$ cat config.mk
export PLATFORM = sky130hd
export DESIGN_NAME = xfer_ctl_regfile
export DESIGN_NICKNAME = d
export VERILOG_FILES = /design/src/rtl/xfer_ctl_pkg.sv /design/src/rtl/xfer_timing_bank.sv /design/src/rtl/xfer_bank_select.sv /design/src/rtl/xfer_ctl_fsm.sv /design/src/rtl/xfer_ctl_regfile.sv
export SDC_FILE = /design/constraint.sdc
export NUM_CORES = 1
export LEC_CHECK = 0
export ABC_AREA = 0
export BUFFER_PORTS_ARGS = -buffer_cell sky130_fd_sc_hd__buf_2
export CAP_MARGIN = 15
export CORE_ASPECT_RATIO = 1.25
export CORE_MARGIN = 5
export CORE_UTILIZATION = 40
export DETAILED_ROUTE_END_ITERATION = 6
export HOLD_SLACK_MARGIN = 0.05
export PLACE_DENSITY = 0.7
export SYNTH_ARGS = -nofsm -noshare
export SYNTH_HDL_FRONTEND = slang
export SYNTH_SLANG_ARGS = --single-unit
$ cat constraint.sdc
create_clock -name clk -period 6.7 [get_ports clk]
set_clock_uncertainty 0.1 [all_clocks]
set_input_delay 1.675 -clock clk [delete_from_list [all_inputs] [get_ports clk]]
set_output_delay 1.675 -clock clk [all_outputs]
set_load 0.1 [all_outputs]
$ cat src/rtl/xfer_ctl_pkg.sv
package xfer_ctl_pkg;

    typedef enum logic [0:0] {
        ST_IDLE = 1'b0,
        ST_RUN  = 1'b1
    } ctl_state_t;

    localparam int W_MEM_ADDR = 0;
    localparam int W_BUS_ADDR = 1;
    localparam int W_LEN_OUT  = 2;
    localparam int W_LEN_IN   = 3;
    localparam int W_STATUS   = 4;
    localparam int W_BANK0    = 5;
    localparam int BANK_WORDS = 4;

    typedef struct packed {
        logic [7:0] lat;
        logic [7:0] pwd;
        logic [3:0] pgs;
        logic [1:0] rls;
    } bank_t;

endpackage

$ cat src/rtl/xfer_timing_bank.sv
module xfer_timing_bank
    import xfer_ctl_pkg::*;
#(
    parameter int BASE_WORD = 5
) (
    input  logic        clk,
    input  logic        rst_n,
    input  logic        wen,
    input  logic [3:0]  word,
    input  logic [31:0] wdata,
    output bank_t       bank
);
    localparam logic [3:0] W_LAT = 4'(BASE_WORD);
    localparam logic [3:0] W_PWD = 4'(BASE_WORD + 1);
    localparam logic [3:0] W_PGS = 4'(BASE_WORD + 2);
    localparam logic [3:0] W_RLS = 4'(BASE_WORD + 3);

    always_ff @(posedge clk) begin
        if (!rst_n) begin
            bank <= '0;
        end else if (wen) begin
            if (word == W_LAT) bank.lat <= wdata[7:0];
            if (word == W_PWD) bank.pwd <= wdata[7:0];
            if (word == W_PGS) bank.pgs <= wdata[3:0];
            if (word == W_RLS) bank.rls <= wdata[1:0];
        end
    end
endmodule

$ cat src/rtl/xfer_bank_select.sv
module xfer_bank_select #(
    parameter int BUS_AW = 32
) (
    input  logic [BUS_AW-1:0] bus_addr,
    output logic              use_bank2
);
    localparam int TOP = BUS_AW - 1;

    logic win_a;
    logic win_b;

    always_comb begin
        win_a     = (bus_addr[TOP -: 8] == 8'h05);
        win_b     = (bus_addr[TOP -: 5] == 5'b00001);
        use_bank2 = win_a | win_b;
    end
endmodule

$ cat src/rtl/xfer_ctl_fsm.sv
module xfer_ctl_fsm
    import xfer_ctl_pkg::*;
#(
    parameter int LEN_W = 24
) (
    input  logic             clk,
    input  logic             rst_n,
    input  logic             len_wr,
    input  logic             len_dir,
    input  logic [LEN_W-1:0] len_val,
    input  logic             stat_wr,
    input  logic [1:0]       stat_bits,
    input  logic             seq_done,
    input  logic             seq_error,
    output logic             seq_start,
    output logic             seq_dir,
    output logic [LEN_W-1:0] seq_len,
    output logic             seq_abort,
    output logic             busy,
    output logic             err,
    output logic             irq
);
    ctl_state_t state, state_nx;
    logic abort_req;
    logic irq_clr;
    logic launch;
    logic finish;

    always_comb begin
        abort_req = stat_wr & stat_bits[0];
        irq_clr   = stat_wr & stat_bits[1];
        launch    = 1'b0;
        finish    = 1'b0;
        state_nx  = state;
        unique case (state)
            ST_IDLE: begin
                if (len_wr) begin
                    launch   = 1'b1;
                    state_nx = ST_RUN;
                end
            end
            ST_RUN: begin
                if (abort_req) begin
                    state_nx = ST_IDLE;
                end else if (seq_done) begin
                    finish   = 1'b1;
                    state_nx = ST_IDLE;
                end
            end
            default: state_nx = ST_IDLE;
        endcase
    end

    always_ff @(posedge clk) begin
        if (!rst_n) state <= ST_IDLE;
        else        state <= state_nx;
    end

    always_ff @(posedge clk) begin
        if (!rst_n) begin
            seq_start <= 1'b0;
            seq_dir   <= 1'b0;
            seq_len   <= '0;
            seq_abort <= 1'b0;
            err       <= 1'b0;
            irq       <= 1'b0;
        end else begin
            seq_start <= launch;
            seq_abort <= abort_req;
            if (launch) begin
                seq_dir <= len_dir;
                seq_len <= len_val;
            end
            if (abort_req)
                err <= 1'b0;
            else if (state == ST_RUN && (len_wr || seq_error))
                err <= 1'b1;
            if (finish)
                irq <= 1'b1;
            else if (irq_clr)
                irq <= 1'b0;
        end
    end

    assign busy = (state == ST_RUN);

    p_start_sets_busy_r2: assert property (@(posedge clk) disable iff (!rst_n)
        seq_start |-> busy);
    p_busy_write_err_r5: assert property (@(posedge clk) disable iff (!rst_n)
        (busy && len_wr && !abort_req) |=> (err && !seq_start && $stable(seq_len)));
    p_finish_irq_r4: assert property (@(posedge clk) disable iff (!rst_n)
        (busy && seq_done && !abort_req) |=> (irq && !busy));
    p_abort_idle_r6: assert property (@(posedge clk) disable iff (!rst_n)
        abort_req |=> (!busy && !err && seq_abort));
    p_idle_done_quiet_r3: assert property (@(posedge clk) disable iff (!rst_n)
        (!busy && seq_done && !len_wr) |=> (!busy && $stable(irq) || $past(irq_clr)));
endmodule

$ cat src/rtl/xfer_ctl_regfile.sv
module xfer_ctl_regfile
    import xfer_ctl_pkg::*;
#(
    parameter int          MEM_AW   = 24,
    parameter int          BUS_AW   = 32,
    parameter int          LEN_W    = 24,
    parameter logic [31:0] LEN_READ = 32'h0000_007F
) (
    input  logic              clk,
    input  logic              rst_n,
    input  logic              reg_wen,
    input  logic [5:0]        reg_offs,
    input  logic [31:0]       reg_wdata,
    output logic [31:0]       reg_rdata,
    output logic              seq_start,
    output logic              seq_dir,
    output logic [MEM_AW-1:0] seq_mem_addr,
    output logic [BUS_AW-1:0] seq_bus_addr,
    output logic [LEN_W-1:0]  seq_len,
    output logic [7:0]        seq_latency,
    output logic [7:0]        seq_pulse,
    output logic [3:0]        seq_page,
    output logic [1:0]        seq_release,
    output logic              seq_abort,
    input  logic              seq_done,
    input  logic              seq_error,
    input  logic              io_busy,
    output logic              irq
);
    localparam int NBANK = 2;

    logic [3:0] word;
    bank_t      banks [NBANK];
    bank_t      sel_bank;
    logic       use_bank2;
    logic       busy;
    logic       err;
    logic       len_wr;
    logic       stat_wr;

    assign word    = reg_offs[5:2];
    assign len_wr  = reg_wen && (word == 4'(W_LEN_OUT) || word == 4'(W_LEN_IN));
    assign stat_wr = reg_wen && (word == 4'(W_STATUS));

    always_ff @(posedge clk) begin
        if (!rst_n) begin
            seq_mem_addr <= '0;
            seq_bus_addr <= '0;
        end else if (reg_wen) begin
            if (word == 4'(W_MEM_ADDR))
                seq_mem_addr <= {reg_wdata[MEM_AW-1:1], 1'b0};
            if (word == 4'(W_BUS_ADDR))
                seq_bus_addr <= {reg_wdata[BUS_AW-1:1], 1'b0};
        end
    end

    for (genvar g = 0; g < NBANK; g++) begin : g_bank
        xfer_timing_bank #(.BASE_WORD(W_BANK0 + g * BANK_WORDS)) u_bank (
            .clk   (clk),
            .rst_n (rst_n),
            .wen   (reg_wen),
            .word  (word),
            .wdata (reg_wdata),
            .bank  (banks[g])
        );
    end

    xfer_bank_select #(.BUS_AW(BUS_AW)) u_sel (
        .bus_addr  (seq_bus_addr),
        .use_bank2 (use_bank2)
    );

    assign sel_bank    = use_bank2 ? banks[1] : banks[0];
    assign seq_latency = sel_bank.lat;
    assign seq_pulse   = sel_bank.pwd;
    assign seq_page    = sel_bank.pgs;
    assign seq_release = sel_bank.rls;

    xfer_ctl_fsm #(.LEN_W(LEN_W)) u_fsm (
        .clk       (clk),
        .rst_n     (rst_n),
        .len_wr    (len_wr),
        .len_dir   (word == 4'(W_LEN_IN)),
        .len_val   (reg_wdata[LEN_W-1:0]),
        .stat_wr   (stat_wr),
        .stat_bits (reg_wdata[1:0]),
        .seq_done  (seq_done),
        .seq_error (seq_error),
        .seq_start (seq_start),
        .seq_dir   (seq_dir),
        .seq_len   (seq_len),
        .seq_abort (seq_abort),
        .busy      (busy),
        .err       (err),
        .irq       (irq)
    );

    always_comb begin
        reg_rdata = '0;
        case (word)
            4'(W_MEM_ADDR): reg_rdata = 32'(seq_mem_addr);
            4'(W_BUS_ADDR): reg_rdata = 32'(seq_bus_addr);
            4'(W_LEN_OUT),
            4'(W_LEN_IN):   reg_rdata = LEN_READ;
            4'(W_STATUS):   reg_rdata = {28'b0, irq, err, io_busy, busy};
            default: begin
                for (int b = 0; b < NBANK; b++) begin
                    if (word == 4'(W_BANK0 + b * BANK_WORDS))     reg_rdata = 32'(banks[b].lat);
                    if (word == 4'(W_BANK0 + b * BANK_WORDS + 1)) reg_rdata = 32'(banks[b].pwd);
                    if (word == 4'(W_BANK0 + b * BANK_WORDS + 2)) reg_rdata = 32'(banks[b].pgs);
                    if (word == 4'(W_BANK0 + b * BANK_WORDS + 3)) reg_rdata = 32'(banks[b].rls);
                end
            end
        endcase
    end

    p_addr_even_r1: assert property (@(posedge clk) disable iff (!rst_n)
        !seq_mem_addr[0] && !seq_bus_addr[0]);
    p_bank2_win_r8: assert property (@(posedge clk) disable iff (!rst_n)
        (seq_bus_addr[BUS_AW-1 -: 8] == 8'h05) |-> (seq_latency == banks[1].lat && seq_page == banks[1].pgs));
    p_bank1_low_r8: assert property (@(posedge clk) disable iff (!rst_n)
        (seq_bus_addr[BUS_AW-1 -: 8] < 8'h05) |-> (seq_pulse == banks[0].pwd && seq_release == banks[0].rls));
endmodule

==> results.tsv <==
stage	metric	value	unit
floorplanning	Initial Util	0.405	
hold_path	Hold Crit Start	u_fsm.seq_len[11]$_SDFFE_PN0P_	
clock_tree	clock tree sinks	128	
finish	Reg area	2560	um2
timing	measured slew at the worst slew-check pin	1.11	ns
worst_setup_path	origin of the critical flop-to-flop path	u_fsm.busy$_SDFF_PN0_	
logic_synthesis	most instantiated cells after synthesis	nand2_1 (170), dfxtp_1 (128), a21oi_1 (99)	
global_route	total track usage	0.208	
worst_setup_path	Worst setup startpoint	reg_offs[2]	
power_and_ir_drop	Worst IR Drop VDD	183	uV
finish	Area Growth Syn to Fin	24.8	%
worst_setup_path	CP top delay family	buffers and inverters	
worst_setup_path	Critical Path Sink Type	output pin	
global_route	initial antenna violation count	0	
timing	RSZ-0062 raised after global routing	no	
floorplanning	core footprint	14300	um2
logic_synthesis	largest cells by area after synthesis	dfxtp_1 (44%), nand2_1 (11%), a21oi_1 (8.5%), mux2i_1 (7.4%), mux2_2 (5.0%)	
routing	DR pass1 iterations	5	
logic_synthesis	syn_area_per_cell	8.43	um2
global_route	remaining global-route overflow	0	
logic_synthesis	most frequent cell after synthesis	nand2_1	
finish	final core occ	0.506	
worst_setup_path	kind of critical path	in2out	
worst_setup_path	worst-path cell with the longest stage delay	nor4b_4	
hold_path	Hold Path Class	reg2reg	
finish	nets	877	
clock_tree	H-tree Lvls	4	
logic_synthesis	Seq/Total Area, Yosys	0.441	
timing	worst rel slew slack	0.257	
timing	Final Setup Violations	0	
routing	DR vias	5371	
logic_synthesis	cell count after synthesis	690	
clock_tree	clk_lat worst skew	0.41	ns
logic_synthesis	number of flops mapped to enable cells by yosys	0	
clock_tree	Num CTS Buffers	17	
worst_setup_path	CP max stage delay	0.66	ns
finish	fraction of layout cells with a size suffix above 1	0.297	
worst_setup_path	CP dominant cell by count	buf_2	
timing	setup TNS	0	ns
worst_setup_path	CP bufs+invs	3	
global_route	largest net degree at the start of global routing	83	
placement	PortBufs	177	
power_and_ir_drop	P per Cell Area	271	nW/um2
placement	Final GP Congestion	0.847	
timing	Hold Worst Slack	0.349	ns
routing	initial drt markers	346	
finish	diode count	0	
outcome	run status	completed	
logic_synthesis	top_reg_cell synth	dfxtp_1	
timing	Slew Limit Fails	0	
logic_synthesis	Post-Syn Area	5820	um2
job	max-cap violations	0	
timing	final worst path period share	0.821	
power_and_ir_drop	Final Total Pwr	1970	uW
worst_setup_path	Critical Path RT	4.93	ns
clock_tree	setup bufs post-CTS	0	
clock_tree	Resize count post-CTS	0	
worst_setup_path	crit path launch type	primary input	
logic_synthesis	Warnings, synthesis	0	
routing	average routed wire per standard cell	17.6	um
finish	FILL cells	1443	
floorplanning	row cnt	49	
clock_tree	clock buffer depth	2	
logic_synthesis	area share of the largest cell type after synthesis	0.441	
floorplanning	Die ar.	17100	um2
worst_setup_path	Arrival @ worst endpoint	3.73	ns
clock_tree	Clock Pin Slew Worst Setup and Hold Paths	0.05	ns
floorplanning	IO Count	182	
timing	f_max	0.182	GHz
placement	Final HPWL DP	12.3	mm
logic_synthesis	largest area contributor in the synthesized netlist	dfxtp_1	
floorplanning	Die W	118	um
global_route	vias in the first global route	5211	
logic_synthesis	asr flop ratio synth	0	
logic_synthesis	register bit count reported by yosys	128	
worst_setup_path	CP max FO	31	
routing	Routed Antenna Nets	0	
floorplanning	die extent in y	145	um
routing	Via density	5.25	
power_and_ir_drop	leak pwr	0.00313	uW
clock_tree	hold_buf cts	0	
finish	area of the multi-input gates	2900	um2
logic_synthesis	distinct cell type count after synthesis	51	
global_route	first-pass GRT wire length	28.4	mm
routing	DRC errors left	0	
timing	Min Clock Period, post-route	5.50	ns
routing	DRT Wirelength	18.0	mm
clock_tree	root buffer cell	clkbuf_16	
timing	Final Hold Viols	0	
worst_setup_path	worst path cell trace	buf_2 -> nor4b_4 -> buf_4 -> a22o_1 -> buf_2	
clock_tree	CTS tree	done	
-- tightest hold or removal path: stages (launching register included) --
cell and delay (ns):
dfxtp_1 0.30, nand2_1 0.05, a21oi_1 0.05
-- metal layers --
metal | track usage | vias up | share of wire
met2 | 0.365 | 172 | 0.51
met3 | 0.0552 | 24 | 0.057
met4 | 0.0682 | 0 | 0.018
met1 | 0.249 | 2544 | 0.41
met5 | 0 | - | 0
li1 | - | 2631 | -
-- worst paths after layout --
check	to	slack, ns	depth (start not counted)
worst max register to register	u_fsm.seq_len[8]$_SDFFE_PN0P_	4.83	3
worst max-delay path	reg_rdata[13]	1.20	5
worst min register to register	u_fsm.seq_len[11]$_SDFFE_PN0P_	0.35	2
worst min-delay path	u_fsm.seq_len[11]$_SDFFE_PN0P_	0.35	2
-- power breakdown --
group / internal (uW) / total [uW] / leakage (uW) / switching [uW]
clock network: 641 / 974 / 0.000300 / 333
logic: 41.1 / 211 / 0.00179 / 170
registers: 773 / 781 / 0.00103 / 7.95
total: 1450 / 1970 / 0.00313 / 511
-- cell families after synthesis --
logic type | synth area share
AOI/OAI and AO/OA | 0.159
xor gates and xnor gates | 0.00151
buffers and inverters | 0.0643
DFF | 0.441
muxes | 0.128
other | 0.000645
and+or+nand+nor | 0.206
-- placed cells by master, fill, tap and decap left out, types with 3 or more instances in the layout --
cell type    n
o21ai_1      3
nand3_1      7
buf_2      177
and2_1      10
nand4_1      3
clkinv_2     4
a22o_1      22
mux2_2      26
bufinv_16    4
nand2b_1     7
dfxtp_1    128
o21ai_0      8
mux2i_1     43
clkbuf_16   17
nor2_1      54
and3_1       4
a222oi_1     3
clkbuf_1     3
a21oi_1     99
buf_4        8
a22oi_1      4
nand2_1    170
-- final cells by class --
cell class,count,share of cell area
multi-input cells,499,0.399
flip-flops and latches,128,0.353
repair buffers,185,0.130
clock buffers,22,0.0639
well taps,178,0.0307
clock inverters,10,0.0219
inverters,2,0.00121
-- registers in the layout, summed over array words and instances, names as in the netlist --
| register | cells |
|---|---|
| u_fsm.seq_start | 1 |
| seq_bus_addr | 31 |
| u_fsm.seq_abort | 1 |
| u_fsm.err | 1 |
| u_fsm.irq | 1 |
| u_fsm.seq_dir | 1 |
| seq_mem_addr | 23 |
| u_fsm.seq_len | 24 |
| g_bank.u_bank.bank | 44 |
| u_fsm.busy | 1 |
-- stage by stage --
step	instances	cell area (um2)	setup WS [ns]
6_report	1024	7260	1.20
5_1_grt	1024	7260	0.995
4_1_cts	1024	7260	1.13
3_5_place_dp	992	6640	1.13
3_3_place_gp	992	6640	1.16
2_1_floorplan	691	5820	1.10
No activity file was read; power rests on OpenSTA's default activity.
